File: config.mk
export PLATFORM = sky130hd
export DESIGN_NAME = dynsign_mult
export DESIGN_NICKNAME = d
export VERILOG_FILES = /design/src/rtl/dsm_pkg.sv /design/src/rtl/dsm_operand_stage.sv /design/src/rtl/dsm_signed_core.sv /design/src/rtl/dsm_result_stage.sv /design/src/rtl/dynsign_mult.sv
export SDC_FILE = /design/constraint.sdc
export NUM_CORES = 1
export LEC_CHECK = 0
export BUFFER_PORTS_ARGS = -buffer_cell sky130_fd_sc_hd__buf_2
export CAP_MARGIN = 20
export CORE_MARGIN = 2
export CORE_UTILIZATION = 64
export DETAILED_ROUTE_END_ITERATION = 10
export PLACE_DENSITY = 0.83
export SYNTH_ARGS = -nofsm -noshare
export SYNTH_HDL_FRONTEND = slang
export SYNTH_SLANG_ARGS = --single-unit
File: constraint.sdc
create_clock -name clk -period 8.5 [get_ports clk]
set_clock_uncertainty 0.05 [all_clocks]
set_input_delay 1.7 -clock clk [delete_from_list [all_inputs] [get_ports clk]]
set_output_delay 1.7 -clock clk [all_outputs]
set_load 0.01 [all_outputs]
File: src/rtl/dsm_pkg.sv
// Shared constants and helpers for the run-time signed multiplier.
package dsm_pkg;

   // Widest operand the block accepts.
   localparam int MAX_OPERAND_W = 18;

   // Round an operand width up to the nearest native multiplier size.
   function automatic int native_width(input int w);
      if (w <= 9)
         return 9;
      else if (w <= 12)
         return 12;
      return 18;
   endfunction

endpackage

File: src/rtl/dsm_operand_stage.sv
// Input register for one operand: LSB zero-padding to the native size,
// then a register with enable and asynchronous clear.
module dsm_operand_stage #(
   parameter int OP_W  = 16,
   parameter int NAT_W = 18
) (
   input  logic             clk,
   input  logic             clr,
   input  logic             en,
   input  logic [OP_W-1:0]  din,
   input  logic             sgn_in,
   output logic [NAT_W-1:0] dout,
   output logic             sgn_out
);

   localparam int PAD_W = NAT_W - OP_W;

   logic [NAT_W-1:0] padded;

   // The padding variant is picked by the width gap.
   generate
      if (PAD_W < 0) begin : g_bad_pad
         $error("dsm_operand_stage: operand wider than native size");
      end else if (PAD_W == 0) begin : g_no_pad
         assign padded = din;
      end else begin : g_lsb_pad
         assign padded = {din, {PAD_W{1'b0}}};
      end
   endgenerate

   always_ff @(posedge clk or posedge clr) begin
      if (clr) begin
         dout    <= '0;
         sgn_out <= 1'b0;
      end else if (en) begin
         dout    <= padded;
         sgn_out <= sgn_in;
      end
   end

endmodule

File: src/rtl/dsm_signed_core.sv
// Combinational multiply. Each operand gets one extra top bit, driven by
// (its sign control AND its MSB), so that a single signed multiply covers
// all four sign pairings exactly.
module dsm_signed_core #(
   parameter int NAT_W = 18
) (
   input  logic [NAT_W-1:0]   a,
   input  logic [NAT_W-1:0]   b,
   input  logic               sa,
   input  logic               sb,
   output logic [2*NAT_W-1:0] p
);

   localparam int EXT_W  = NAT_W + 1;
   localparam int FULL_W = 2 * EXT_W;
   localparam int OUT_W  = 2 * NAT_W;

   logic signed [EXT_W-1:0]  a_ext;
   logic signed [EXT_W-1:0]  b_ext;
   logic signed [FULL_W-1:0] full;
   logic                     unused_top;

   assign a_ext = $signed({sa & a[NAT_W-1], a});
   assign b_ext = $signed({sb & b[NAT_W-1], b});
   assign full  = a_ext * b_ext;

   // Every sign pairing fits in OUT_W bits. The top two bits only repeat the sign.
   assign p          = full[OUT_W-1:0];
   assign unused_top = ^full[FULL_W-1:OUT_W];

endmodule

File: src/rtl/dsm_result_stage.sv
// Output register for the product and its signedness flag.
module dsm_result_stage #(
   parameter int W = 36
) (
   input  logic         clk,
   input  logic         clr,
   input  logic         en,
   input  logic [W-1:0] d,
   input  logic         flag_d,
   output logic [W-1:0] q,
   output logic         flag_q
);

   always_ff @(posedge clk or posedge clr) begin
      if (clr) begin
         q      <= '0;
         flag_q <= 1'b0;
      end else if (en) begin
         q      <= d;
         flag_q <= flag_d;
      end
   end

endmodule

File: src/rtl/dynsign_mult.sv
// Registered multiplier with per-operand run-time sign selection.
module dynsign_mult #(
   parameter  int OP_W   = 16,
   localparam int NAT_W  = dsm_pkg::native_width(OP_W),
   localparam int PROD_W = 2 * NAT_W
) (
   input  logic              clk,
   input  logic              clr,
   input  logic              en,
   input  logic [OP_W-1:0]   a_in,
   input  logic [OP_W-1:0]   b_in,
   input  logic              a_is_signed,
   input  logic              b_is_signed,
   output logic [PROD_W-1:0] prod,
   output logic              prod_signed
);

   localparam int PAD = NAT_W - OP_W;

   generate
      if (OP_W < 1 || OP_W > dsm_pkg::MAX_OPERAND_W) begin : g_bad_width
         $error("dynsign_mult: OP_W out of range 1..18");
      end
   endgenerate

   logic [NAT_W-1:0]  a_q;
   logic [NAT_W-1:0]  b_q;
   logic              sa_q;
   logic              sb_q;
   logic [PROD_W-1:0] p_comb;
   logic              flag_comb;

   dsm_operand_stage #(.OP_W(OP_W), .NAT_W(NAT_W)) u_stage_a (
      .clk(clk), .clr(clr), .en(en),
      .din(a_in), .sgn_in(a_is_signed),
      .dout(a_q), .sgn_out(sa_q)
   );

   dsm_operand_stage #(.OP_W(OP_W), .NAT_W(NAT_W)) u_stage_b (
      .clk(clk), .clr(clr), .en(en),
      .din(b_in), .sgn_in(b_is_signed),
      .dout(b_q), .sgn_out(sb_q)
   );

   dsm_signed_core #(.NAT_W(NAT_W)) u_core (
      .a(a_q), .b(b_q), .sa(sa_q), .sb(sb_q), .p(p_comb)
   );

   // The result is signed if either operand is signed.
   assign flag_comb = sa_q | sb_q;

   dsm_result_stage #(.W(PROD_W)) u_out (
      .clk(clk), .clr(clr), .en(en),
      .d(p_comb), .flag_d(flag_comb),
      .q(prod), .flag_q(prod_signed)
   );

endmodule

; Word-level counts from Yosys, hierarchy flattened
; Cells that the tools add are included.
[op_classes]
div_mod_pow = 0
addsub = 0
n_eq_ne = 0
n_lt_le_gt_ge = 0
n_mux = 0
n_bitwise = 3
n_shift = 0
n_mul = 1
reduce_logical = 0
[op_table]
columns = operator, n
row1 = $mul 17x17->32, 1
row2 = $and 1x1->1, 2
row3 = $or 1x1->1, 1
[word_totals]
output_inout_bits = 37
ram_bits = 0
reg_bits = 71
input_bits = 37
rom_bits = 0
latch_bits = 0
memories = 0

; Logic depth before layout (Yosys ltp)
[depth]
ltp_word = 2
ltp_mapped = 24

; By module
; From an unflattened synthesis, not the netlist that was laid out.
[unflattened]
cells_unflattened = 1626
hier_area_um2 = 16120.5
[by_module_without_submodules]
columns = module, cells_each, instances, area_per_inst_um2, seq_area_each_um2
row1 = dsm_signed_core, 1466, 1, 13167.6, 0.0
row2 = dsm_result_stage, 79, 1, 1530.2, 925.9
row3 = dsm_operand_stage, 40, 2, 708.2, 425.4
row4 = dynsign_mult, 1, 1, 6.3, 0.0

; Worst setup path after synthesis
; No wires, ideal clock.
[synth_timing]
path_type = register to register
from = register u_stage_a.dout[17]
to = register u_out.q[33]
arrival_time_ns = 6.013
t_required_ns = 8.324
setup_time_ns = 0.126
stages_incl_launch_ff = 25
path_slack_ns = 2.311
period_less_slack_ns = 6.189
path_cell_list = dfrtp_1 > clkbuf_1 > and2_1 > clkbuf_1 > nand2_1 > inv_1 > fa_1 > inv_1 > fa_1 > inv_1 > fa_1 > fa_1 > fa_1 > inv_1 > fa_1 > inv_1 > ha_1 > and3_1 > and3_1 > and4_1 > o21ai_1 > a21boi_1 > or4_1 > a211oi_1 > o2bb2ai_1
[synth_via]
elab_chain_cells = 2
[synth_lines]
columns = element, line_no
row1 = start: declaration, dsm_operand_stage.sv:12  ; output logic [NAT_W-1:0] dout,
row2 = start signal: assignment, dsm_operand_stage.sv:36  ; dout <= padded;
row3 = $and 1x1->1, dsm_signed_core.sv:23  ; assign a_ext = $signed({sa & a[NAT_W-1], a});
row4 = $mul 17x17->32 *, dsm_signed_core.sv:25  ; assign full = a_ext * b_ext;
row5 = end signal: assignment, dsm_result_stage.sv:16  ; q <= '0;
row6 = end signal: assignment, dsm_result_stage.sv:19  ; q <= d;
row7 = end: declaration, dsm_result_stage.sv:10  ; output logic [W-1:0] q,
; Mark *: on every way between the ends. The rest lies on a longest branch, timed or not.
; A chain may end at the register's enable or synchronous reset.

; Worst setup path after layout
; Ends and elaborated chain as after synthesis.

==> results.tsv <==
stage	metric	value	unit
place	Post-Place Setup Slack	1.49	ns
floorplan	I/O pins	74	
synthesis	Synth Warn #	0	
clocking	# Post-CTS Setup Buffers	0	
place	placed instance count	1630	
cells_and_area	area grow syn2layout	6.22	%
clocking	Clock Path Buffers	2	
timing	RSZ-0062 raised after global routing	no	
route	Vias	9240	
timing	worst rel slew slack	36.4	%
floorplan	Core Rows	52	
critical_path	Critical Path RT	8.69	ns
clocking	H-tree levels	3	
clocking	Root Buffer Master	clkbuf_16	
synthesis	Synth Flop Type	dfrtp_1	
clocking	CTS Sinks	67	
synthesis	async set-reset flop share out of synthesis	100	%
synthesis	Yosys top cell area share	43.3	%
synthesis	Area contributors post-synth	fa_1, dfrtp_1, inv_1	
clocking	clock slew seen by the registers of the worst setup and hold paths	0.07	ns
floorplan	Die ar.	0.0215	mm2
clocking	cts repair resizes	0	
clocking	Hold Buf Count CTS	0	
floorplan	die width	147	um
timing	FMAX	141	MHz
synthesis	post-synthesis register bit count	67	
critical_path	R2R setup slack	1.40	ns
timing	final-report hold violation count	0	
route	DRT Pass-1 Iters	5	
cells_and_area	fin nets	1772	
timing	slew of the pin with the lowest slew margin	0.954	ns
grt	initial antenna violation count	2	
grt	vias in the first global route	10400	
job	max-cap violations	0	
grt	total grt overflow	0	
route	DRC viols	0	
critical_path	largest fanout on the critical path	29	
clocking	CTS tree	done	
synthesis	synthesized area	0.0130	mm2
critical_path	Worst Setup End Kind	flip-flop	
route	Via density	5.61	
grt	largest net degree at the start of global routing	73	
grt	first-pass GRT wire length	51500	um
timing	Period Utilization, post-route	83.6	%
cells_and_area	layout cells sized above 1	11.1	%
floorplan	Die Height	147	um
synthesis	register area share after synthesis	12.9	%
hold_path	Hold WC Path Type	reg2reg	
timing	Setup TNS	0	ns
place	hpwl dp	24200	um
critical_path	kind of critical path	reg2reg	
place	count of buffers from port buffering	69	
timing	worst setup margin	1.40	ns
synthesis	Synth Area per Inst	9.74	um2
synthesis	Yosys top cell by area	fa_1	
clocking	clk_lat worst skew	0.36	ns
critical_path	CP Launch Type	flip-flop	
place	Final Wtd Congestion	0.893	
cells_and_area	Layout Cells excl Fill	1647	
grt	GRT Overall Usage	31.0	%
critical_path	Critical Path AT	7.29	ns
route	DR WL/cell	18.8	um
timing	min Tclk post-route	7.10	ns
route	Antenna Violating Nets Remaining	0	
floorplan	Initial Util	64.9	%
synthesis	synthesized instance count	1340	
floorplan	Core Region	0.0201	mm2
route	WL final	31000	um
route	1st-iter DRT viols	559	
clocking	total CTS buffers	9	
timing	Slew Viols, Final	0	
status	status	complete, no violations	
timing	# setup viols final	0	
synthesis	EDFF count, synth	0	
synthesis	post-synthesis cell type count	53	
==> metrics by stage <==
stage	util, %	cell area, um2	hold WS, ns
final	68.9	13900	0.447
after global placement	67.4	13600	0.416
after detailed placement	67.4	13600	0.428
after global routing	68.9	13900	0.467
after CTS	68.9	13900	0.444
after floorplan	-	13100	0.468
==> layout make-up <==
type,count,area (um2)
well taps,270,338
fillers,1456,6250
clock inverters,7,76.3
repair buffers,75,390
inverters,328,1230
multi-input cells,890,9920
diodes,1,2.50
flip-flops and latches,67,1680
clock buffers,9,225
==> path summary, 6_finish.rpt <==
check                              startpoint                 end  cells after the start
min reg2reg                       u_out.q[30]         u_out.q[30]                      2
max reg2reg                u_stage_a.dout[17]         u_out.q[33]                     22
min                               u_out.q[30]         u_out.q[30]                      2
max in group asynchronous                 clr  u_stage_a.dout[15]                      3
min in group asynchronous                 clr  u_stage_b.dout[12]                      3
max                        u_stage_a.dout[17]         u_out.q[33]                     22
==> synthesized netlist by cell type (all sizes together), types with 14 or more instances <==
library cell / number
inv: 327
fa: 282
nand2: 153
and2: 131
ha: 82
dfrtp: 67
clkbuf: 53
mux2: 52
xnor2: 26
a21oi: 23
nor2: 22
o21ai: 16
and3: 14
==> critical path: stages (launching register included) <==
cell	delay [ns]
dfrtp_1	0.91
and2_1	0.35
nand2_1	0.14
inv_1	0.16
fa_1	0.44
inv_1	0.21
fa_1	0.44
inv_1	0.09
fa_1	0.45
fa_1	0.50
fa_1	0.49
inv_1	0.05
fa_1	0.47
inv_1	0.04
ha_1	0.33
and3_1	0.24
and3_1	0.21
and4_1	0.20
o21ai_1	0.17
a21boi_1	0.18
or4_1	0.50
a211oi_1	0.25
o2bb2ai_1	0.11
==> flip-flops by register name, indices dropped and copies added (netlist names) <==
signal / count
u_stage_a.dout: 16
u_out.flag_q: 1
u_stage_b.sgn_out: 1
u_out.q: 32
u_stage_b.dout: 16
u_stage_a.sgn_out: 1
==> cell families (layout without fill, tap and decap cells) <==
group | after synthesis | after routing | synth area share, %
compound gates | 90 | 90 | 4.78
flops | 67 | 67 | 12.9
buf+inv | 386 | 419 | 11.2
xor+xnor | 32 | 32 | 2.15
simple gates | 348 | 348 | 13.3
fa+ha+maj | 364 | 364 | 51.1
mux | 52 | 52 | 4.49
other cells | 1 | 5 | 0.0287
==> placed cells by master, fill, tap and decap left out, types with 7 or more instances in the layout <==
master,synthesis,routed
a21o_1,7,7
a21oi_1,22,22
and2_1,131,131
and3_1,14,14
buf_2,0,69
clkbuf_16,0,9
dfrtp_1,67,67
fa_1,282,282
ha_1,82,82
inv_1,327,326
mux2_2,52,52
nand2_1,153,153
nor2_1,22,22
o21a_1,7,7
o21ai_0,9,9
o21ai_1,7,7
xnor2_1,26,26
==> routing by layer <==
metal	vias up	GRT usage [%]	share of wire [%]
met4	2	12.7	4.5
met2	381	53.2	51
met3	102	6.61	7.6
met1	4732	38.6	37
li1	4023	-	-
met5	-	0	0.042
Power is not shown: default switching activity piles up to over one toggle a cycle in this logic, so the estimate is an artifact.
